`config.mk`:
```
export PLATFORM = sky130hd
export DESIGN_NAME = osmm_array
export DESIGN_NICKNAME = d
export VERILOG_FILES = /design/src/rtl/osmm_pkg.sv /design/src/rtl/osmm_ctrl.sv /design/src/rtl/osmm_skew.sv /design/src/rtl/osmm_pe.sv /design/src/rtl/osmm_array.sv
export SDC_FILE = /design/constraint.sdc
export NUM_CORES = 2
export LEC_CHECK = 0
export ABC_AREA = 1
export CORE_MARGIN = 5
export CORE_UTILIZATION = 40
export DETAILED_ROUTE_END_ITERATION = 6
export MAX_ROUTING_LAYER = met4
export PLACE_DENSITY_LB_ADDON = 0.12
export SETUP_SLACK_MARGIN = 0.3
export SLEW_MARGIN = 20
export SYNTH_ARGS = -nofsm -noshare
export SYNTH_HDL_FRONTEND = slang
export SYNTH_HIERARCHICAL = 1
export SYNTH_SLANG_ARGS = --single-unit
```
`constraint.sdc`:
```
create_clock -name clk -period 7.8 [get_ports clk]
set_input_delay 0.78 -clock clk [delete_from_list [all_inputs] [get_ports clk]]
set_output_delay 0.78 -clock clk [all_outputs]
set_load 0.005 [all_outputs]
```
`src/rtl/osmm_pkg.sv`:
```
package osmm_pkg;
    typedef enum logic [1:0] {
        ST_IDLE = 2'd0,
        ST_RUN  = 2'd1,
        ST_DONE = 2'd2
    } osmm_state_e;
endpackage

```
`src/rtl/osmm_ctrl.sv`:
```
module osmm_ctrl
    import osmm_pkg::*;
#(
    parameter int N  = 3,
    parameter int TW = $clog2(3*N-2)
) (
    input  logic          clk,
    input  logic          rst_n,
    input  logic          start,
    output logic          busy,
    output logic          done,
    output logic          clr,
    output logic [TW-1:0] tick
);
    localparam logic [TW-1:0] LAST = TW'(3*N-3);

    osmm_state_e state_q, state_d;

    // State register and run-cycle counter
    always_ff @(posedge clk or negedge rst_n) begin
        if (!rst_n) begin
            state_q <= ST_IDLE;
            tick    <= '0;
        end else begin
            state_q <= state_d;
            if (clr)
                tick <= '0;
            else if (state_q == ST_RUN && tick != LAST)
                tick <= tick + 1'b1;
        end
    end

    // Transitions: IDLE->RUN on start, RUN->DONE at last tick, DONE->IDLE
    always_comb begin
        state_d = state_q;
        unique case (state_q)
            ST_IDLE: if (start) state_d = ST_RUN;
            ST_RUN:  if (tick == LAST) state_d = ST_DONE;
            ST_DONE: state_d = ST_IDLE;
            default: state_d = ST_IDLE;
        endcase
    end

    // Outputs
    always_comb begin
        busy = (state_q == ST_RUN);
        done = (state_q == ST_DONE);
        clr  = (state_q == ST_IDLE) && start;
    end

    // done is a single-cycle pulse
    assert_done_pulse_R3: assert property (@(posedge clk) disable iff (!rst_n)
        done |=> !done);
    // done only follows the final run cycle
    assert_done_after_last_R3: assert property (@(posedge clk) disable iff (!rst_n)
        done |-> ($past(busy) && $past(tick) == LAST));
    // start during a run never restarts it
    assert_start_ignored_R4: assert property (@(posedge clk) disable iff (!rst_n)
        (busy && start) |=> (busy || done));
endmodule

```
`src/rtl/osmm_skew.sv`:
```
module osmm_skew #(
    parameter int N  = 3,
    parameter int DW = 8,
    parameter int IW = $clog2(N*N+1),
    parameter int TW = $clog2(3*N-2)
) (
    input  logic                 clk,
    input  logic                 rst_n,
    input  logic                 wr_en,
    input  logic                 wr_sel,
    input  logic [IW-1:0]        wr_idx,
    input  logic signed [DW-1:0] wr_data,
    input  logic                 snap,
    input  logic                 run,
    input  logic [TW-1:0]        tick,
    output logic signed [DW-1:0] left_a [N],
    output logic signed [DW-1:0] top_b  [N]
);
    localparam int            CELLS   = N*N;
    localparam logic [IW-1:0] CELLS_I = IW'(CELLS);

    logic signed [DW-1:0] held_a [CELLS];
    logic signed [DW-1:0] held_b [CELLS];
    logic signed [DW-1:0] run_a  [CELLS];
    logic signed [DW-1:0] run_b  [CELLS];

    // Write port and run snapshot
    always_ff @(posedge clk or negedge rst_n) begin
        if (!rst_n) begin
            for (int k = 0; k < CELLS; k++) begin
                held_a[k] <= '0;
                held_b[k] <= '0;
                run_a[k]  <= '0;
                run_b[k]  <= '0;
            end
        end else begin
            if (wr_en && wr_idx < CELLS_I) begin
                if (!wr_sel) held_a[wr_idx] <= wr_data;
                else         held_b[wr_idx] <= wr_data;
            end
            if (snap) begin
                for (int k = 0; k < CELLS; k++) begin
                    run_a[k] <= held_a[k];
                    run_b[k] <= held_b[k];
                end
            end
        end
    end

    // Staggered boundary: lane r carries inner index (tick - r), zero outside
    always_comb begin
        for (int r = 0; r < N; r++) begin
            int m;
            logic [IW-1:0] ia;
            logic [IW-1:0] ib;
            m  = int'(tick) - r;
            ia = IW'(r*N + m);
            ib = IW'(m*N + r);
            left_a[r] = '0;
            top_b[r]  = '0;
            if (run && m >= 0 && m < N) begin
                left_a[r] = run_a[ia];
                top_b[r]  = run_b[ib];
            end
        end
    end
endmodule

```
`src/rtl/osmm_pe.sv`:
```
module osmm_pe #(
    parameter int DW = 8,
    parameter int AW = 20
) (
    input  logic                 clk,
    input  logic                 rst_n,
    input  logic                 clr,
    input  logic                 en,
    input  logic signed [DW-1:0] a_in,
    input  logic signed [DW-1:0] b_in,
    output logic signed [DW-1:0] a_out,
    output logic signed [DW-1:0] b_out,
    output logic signed [AW-1:0] acc
);
    logic signed [2*DW-1:0] prod;

    always_comb prod = a_in * b_in;

    always_ff @(posedge clk or negedge rst_n) begin
        if (!rst_n) begin
            acc   <= '0;
            a_out <= '0;
            b_out <= '0;
        end else if (clr) begin
            acc   <= '0;
            a_out <= '0;
            b_out <= '0;
        end else if (en) begin
            acc   <= acc + AW'(prod);
            a_out <= a_in;
            b_out <= b_in;
        end
    end
endmodule

```
`src/rtl/osmm_array.sv`:
```
module osmm_array
    import osmm_pkg::*;
#(
    parameter int N  = 3,
    parameter int DW = 8,
    parameter int AW = 20,
    parameter int IW = $clog2(N*N+1)
) (
    input  logic                 clk,
    input  logic                 rst_n,
    input  logic                 wr_en,
    input  logic                 wr_sel,
    input  logic [IW-1:0]        wr_idx,
    input  logic signed [DW-1:0] wr_data,
    input  logic                 start,
    output logic                 busy,
    output logic                 done,
    input  logic [IW-1:0]        rd_idx,
    output logic signed [AW-1:0] rd_data
);
    localparam int            TW      = $clog2(3*N-2);
    localparam int            CELLS   = N*N;
    localparam logic [IW-1:0] CELLS_I = IW'(CELLS);

    logic          clr;
    logic [TW-1:0] tick;

    logic signed [DW-1:0] a_h [N][N+1];
    logic signed [DW-1:0] b_v [N+1][N];
    logic signed [DW-1:0] left_a [N];
    logic signed [DW-1:0] top_b  [N];
    logic signed [AW-1:0] acc_m  [CELLS];

    osmm_ctrl #(.N(N), .TW(TW)) ctrl_i (
        .clk(clk), .rst_n(rst_n), .start(start),
        .busy(busy), .done(done), .clr(clr), .tick(tick)
    );

    osmm_skew #(.N(N), .DW(DW), .IW(IW), .TW(TW)) skew_i (
        .clk(clk), .rst_n(rst_n),
        .wr_en(wr_en), .wr_sel(wr_sel), .wr_idx(wr_idx), .wr_data(wr_data),
        .snap(clr), .run(busy), .tick(tick),
        .left_a(left_a), .top_b(top_b)
    );

    for (genvar g = 0; g < N; g++) begin : g_edge
        assign a_h[g][0] = left_a[g];
        assign b_v[0][g] = top_b[g];
    end

    for (genvar r = 0; r < N; r++) begin : g_row
        for (genvar c = 0; c < N; c++) begin : g_col
            osmm_pe #(.DW(DW), .AW(AW)) pe_i (
                .clk(clk), .rst_n(rst_n), .clr(clr), .en(busy),
                .a_in(a_h[r][c]), .b_in(b_v[r][c]),
                .a_out(a_h[r][c+1]), .b_out(b_v[r+1][c]),
                .acc(acc_m[r*N+c])
            );
        end
    end

    always_comb begin
        rd_data = '0;
        if (rd_idx < CELLS_I) rd_data = acc_m[rd_idx];
    end

    // Checker views of the whole grid
    logic [CELLS*AW-1:0] acc_flat;
    logic                any_nz;
    always_comb begin
        any_nz = 1'b0;
        for (int k = 0; k < CELLS; k++) begin
            acc_flat[k*AW +: AW] = acc_m[k];
            if (acc_m[k] != '0) any_nz = 1'b1;
        end
    end

    // a run opens with every accumulator cleared
    assert_clear_on_start_R2: assert property (@(posedge clk) disable iff (!rst_n)
        $rose(busy) |-> !any_nz);
    // results hold outside a run unless a start is accepted
    assert_hold_results_R9: assert property (@(posedge clk) disable iff (!rst_n)
        (!busy && !(start && !done)) |=> $stable(acc_flat));
endmodule

```
Word level (Yosys, flattened, before mapping)
Index checks and enable logic that the tools add are counted.
{"block": "totals", "wordCells": 214, "in_bits": 21, "register_bits": 569}
{"block": "classes", "add_sub_neg": 16, "eq_ne": 6, "reduce_logical": 16, "mux": 79, "mul": 12, "bitwise": 9, "order_cmp": 17}
{"operator": "two-way mux 20 bit", "count": 21}
{"operator": "two-way mux 8 bit", "count": 43}
{"operator": "binary-select mux 8 bit (select 4 bit)", "count": 6}
{"operator": "adder 20 x 16 -> 20 bit", "count": 9}
{"operator": "bitwise mux 72 bit", "count": 2}
{"operator": "multiplier 8 x 8 -> 16 bit", "count": 9}
{"operator": "binary-select mux 20 bit (select 4 bit)", "count": 1}
{"operator": "greater-or-equal comparator 5 bit, second input constant", "count": 8}
{"operator": "NOT 4 -> 5 bit", "count": 7}
{"operator": "demux 8 bit (select 4 bit)", "count": 1}
{"operator": "logical AND 1 bit", "count": 10}
{"operator": "greater-or-equal comparator 4 x 1 -> 1 bit, second input constant", "count": 2}
{"operator": "less-than comparator 4 x 3 -> 1 bit, second input constant", "count": 2}
{"operator": "less-than comparator 4 bit, second input constant", "count": 2}
{"operator": "multiplier 4 x 3 -> 4 bit, second input constant", "count": 2}
{"operator": "two-way mux 3 bit", "count": 2}
{"operator": "AND reduction 2 bit", "count": 3}
{"operator": "less-than comparator 5 x 1 -> 1 bit, second input constant", "count": 1}
{"operator": "NOT 3 -> 5 bit", "count": 1}
{"operator": "adder 3 x 4 -> 4 bit, first input constant", "count": 1}
{"operator": "adder 4 x 2 -> 4 bit, second input constant", "count": 1}
{"operator": "adder 4 x 3 -> 4 bit, second input constant", "count": 1}
{"operator": "adder 4 bit, first input constant", "count": 1}
{"operator": "multiplier 3 x 2 -> 4 bit, second input constant", "count": 1}
{"operator": "other kinds (15)", "count": 18}

Depth between registers and ports, before layout
{"block": "depth", "ltp_word": 12, "mapped_depth": 41, "mapped_depth_nobuf": 38}

Cells and area by module
The synthesis kept the hierarchy.
{"mod": "osmm_pe at g_row[1].g_col[0].pe_i ...", "area_each_um2": 5168.7, "cells_each": 609, "seq_area_each_um2": 900.9, "n_inst": 4}
{"mod": "osmm_skew", "area_each_um2": 14207.4, "cells_each": 1596, "seq_area_each_um2": 7206.9, "n_inst": 1}
{"mod": "osmm_pe at g_row[0].g_col[0].pe_i ...", "area_each_um2": 5275.1, "cells_each": 635, "seq_area_each_um2": 900.9, "n_inst": 2}
{"mod": "osmm_pe at g_row[0].g_col[2].pe_i", "area_each_um2": 5305.1, "cells_each": 633, "seq_area_each_um2": 900.9, "n_inst": 1}
{"mod": "osmm_pe at g_row[2].g_col[2].pe_i", "area_each_um2": 5142.4, "cells_each": 609, "seq_area_each_um2": 900.9, "n_inst": 1}
{"mod": "osmm_pe at g_row[2].g_col[1].pe_i", "area_each_um2": 5131.2, "cells_each": 612, "seq_area_each_um2": 900.9, "n_inst": 1}
{"mod": "osmm_array", "area_each_um2": 1868.0, "cells_each": 417, "seq_area_each_um2": 0.0, "n_inst": 1}
{"mod": "osmm_ctrl", "area_each_um2": 276.5, "cells_each": 33, "seq_area_each_um2": 125.1, "n_inst": 1}

Worst setup path before layout
No wires, ideal clock.
{"block": "synth_timing", "path_type": "register to register", "startpoint": "register ctrl_i.tick[1]", "endpoint": "register g_row[0].g_col[1].pe_i.acc[19]", "arrival_time_ps": 7378, "path_slack_ps": 304, "stages_incl_launch_ff": 38, "synth_period_minus_slack_ps": 7496, "path_cell_list": "dfrtp_1 -> inv_2 -> clkbuf_1 -> ha_1 -> nand2_1 -> nand2_1 -> inv_1 -> ha_1 -> inv_1 -> fa_1 -> xnor2_1 -> nand2_1 -> nand2_1 -> clkbuf_1 -> nand2_1 -> nor2_1 -> nor2_1 -> clkbuf_1 -> [... 2 more ...] -> fa_1 -> inv_1 -> fa_1 -> inv_1 -> fa_1 -> inv_1 -> fa_1 -> inv_1 -> ha_1 -> ha_1 -> nand2_1 -> a21oi_1 -> nor2_1 -> nand2_1 -> a21oi_1 -> nand3_1 -> nand3_1 -> nand2_1"}
{"item": "start: declaration", "line_no": "osmm_ctrl.sv:13", "text": "output logic [TW-1:0] tick"}
{"item": "start signal: assignment", "line_no": "osmm_ctrl.sv:29", "text": "tick <= tick + 1'b1;"}
{"item": "end signal: assignment", "line_no": "osmm_pe.sv:29", "text": "acc <= acc + AW'(prod);"}
{"item": "end: declaration", "line_no": "osmm_pe.sv:13", "text": "output logic signed [AW-1:0] acc"}

==> summary.md <==
| Metric | Value |
|---|---|
| Status | completed |
| Synthesis-to-finish area growth | 8.63% |
| Syn nets | 8,747 |
| Die area | about 160,000 um2 |
| Die W | approximately 400 um |
| Hold violation total from the final report | 0 |
| # clock sinks | 569 |
| Most frequent cell on the critical path | nand2_1 |
| First-pass GRT wire length | 286 mm |
| Hold crit path type | input pin to async pin |
| DR WL/cell | roughly 19 um |
| RSZ-0062 raised after global routing | yes |
| Worst Setup End Kind | flop |
| Post-Syn Area | 61,500 um2 |
| Num CTS Buffers | between 70 and 80 |
| Static leakage | 38.1 nW |
| Worst skew pair latency | roughly 0.7 ns |
| Critical path class | flop to flop |
| Routed Antenna Nets | 0 |
| R2R depth | 29 |
| Pwr Total | approximately 22 mW |
| Number of I/O port buffers | 42 |
| Mapped Cells | 7,502 |
| Total congestion overflow | 0 |
| Clock root buffer | clkbuf_16 |
| Sequential cell area | ~14,000 um2 |
| CTS tree | done |
| R2R Setup Slk | 0.66 ns |
| Max Buffers Root-to-Sink | 3 |
| Max frequency | ~140 MHz |
| H-tree depth | 3 |
| Final min period | around 7 ns |
| GP Congestion | between 0.9 and 1 |
| Fin util | roughly 44% |
| CP required | ~8.4 ns |
| Reg clk slew, reported paths | 0.06 ns |
| Multi-input logic area | roughly 40,000 um2 |
| Worst Path Buf+Inv | 8 |
| Top delay family on crit path | adder cells |
| Router iterations before antenna repair | 6 |
| N_diodes | 0 |
| Initial antenna violation count | 6 |
| Max_slew headroom | about a quarter |
| Crit Path Max Fanout | 39 |
| Fin nets | ~8,700 |
| Syn Area/Cell | roughly 8.2 um2 |
| Critical path's largest stage delay | just under 0.7 ns |
| Syn. warnings | 6 |
| Setup crit start kind | flop |
| Largest net degree at the start of global routing | about 150 |
| Slowest cell on crit path | fa_1 |
| Die Y | between 400 and 500 um |
| Post-route clock skew | 0.0866 ns |
| # IOs | between 40 and 50 |
| # setup viols final | 0 |
| # rows | about 140 |
| Drt total wl | between 150 and 200 mm |
| Filler instances | about 15,000 |
| Pwr Density | between 300 and 400 nW/um2 |
| Avg Vias per Cell | between 4 and 5 |
| Max-cap violations | 0 |
| Worst Path Arrival | 7.71 ns |
| Sum Neg Setup Slack | 0 ns |
| Worst Setup SP | ctrl_i/tick[0] |
| Max Transition Viols Final | 0 |
| Starting Density | ~40% |
| Vias | approximately 47,000 |
| Core region area | ~150,000 um2 |
| Worst-margin pin slew | 1.13 ns |
| Total stage count of the critical path | 29 |
| Drt drc | 0 |
| Layout cells sized above 1 | around 8.5% |
| DP HPWL | approximately 140 mm |
| Final period utilization | just over 90% |
| VDD IR-drop max | 0.276 mV |
| DRT iter0 DRCs | between 3,000 and 4,000 |
| Vias in the first global route | between 40,000 and 50,000 |
| RR Startpoint | ctrl_i/tick[0] |
| GRT Util Overall | 23.1% |
[cells in the final DEF, fill, tap and decap left out, types with 16 or more instances in the layout]
cell type           n
a21oi_1           130
nand3_1           395
o22ai_1            18
fa_1              789
nand3b_1           22
xor2_1             16
nor3_1             28
o211ai_1           17
ha_1              427
nand2_2            82
inv_2              19
clkbuf_16          77
nand3_2            24
a21oi_2            34
dfrtp_1           568
nand2_1          1942
o21ai_1           160
o21ai_2            73
xnor2_1            53
nor2_2             20
nand4_1            19
clkbuf_8           16
o21a_1             16
a22o_1             93
buf_4             100
o21ai_0           210
nor2_1            308
inv_1            1551
mux2_2             91
clkdlybuf4s50_1    40
[final timing paths]
check                                            endpoint
max in group asynchronous               skew_i/held_a[23]
hold / removal                          skew_i/held_b[44]
setup / recovery           g_row[1].g_col[0].pe_i/acc[18]
min in group clk                         skew_i/run_a[17]
setup reg to reg           g_row[1].g_col[0].pe_i/acc[18]
hold reg to reg                          skew_i/run_a[17]
[sequential cells by signal, summed over array words and instances (netlist names)]
| name | cells |
|---|---|
| g_row.g_col.pe_i/acc | 180 |
| skew_i/held_a | 72 |
| skew_i/held_b | 72 |
| skew_i/run_a | 72 |
| skew_i/run_b | 72 |
| g_row.g_col.pe_i/a_out | 48 |
| g_row.g_col.pe_i/b_out | 48 |
| ctrl_i/tick | 3 |
| ctrl_i/state_q | 2 |
[report_power, final]
part	leakage, nW	switching, mW	internal [mW]	total (mW)
clock network	1.32	1.56	2.28	3.84
logic	29.1	8.76	4.72	13.5
registers	7.68	1.13	3.74	4.87
total	38.1	11.4	10.7	22.2
[stage by stage]
step                      setup WS (ns)  cell area (um2)  hold WS, ns  std cells
after floorplan                   0.304            61500        0.449       7502
after global placement            0.316            63800        0.459       9376
after detailed placement          0.241            63800        0.464       9376
after CTS                         0.283            66600        0.104       9514
after global routing              0.202            66800        0.163       9531
final                             0.661            66800        0.121       9531
[metal layers]
| layer | part of all wire (%) | vias to the layer above | GRT usage (%) |
|---|---|---|---|
| met5 | 0 | - | - |
| met4 | 1.9 | 0 | 4.67 |
| met3 | 4.8 | 174 | 2.66 |
| met2 | 45 | 994 | 35.6 |
| met1 | 48 | 23600 | 33.2 |
| li1 | - | 22600 | - |
[cell type report]
| class | count | area share [%] |
|---|---|---|
| clock buffer | 104 | 3.24 |
| inverter | 1589 | 8.97 |
| sequential | 569 | 21.3 |
| multi-input combinational | 5043 | 59.8 |
| clock inverter | 34 | 0.859 |
| timing repair buffer | 148 | 1.96 |
| tap | 2044 | 3.83 |
[timing repair]
action	4_1_cts	5_1_grt
buffers inserted	0	16
pin swaps	0	3
setup endpoints to repair	6	29
hold buffers	0	0
cloned	0	1
endpoints found under the hold margin	0	0
resized for setup	2	27
(Power assumes the default switching activity.)
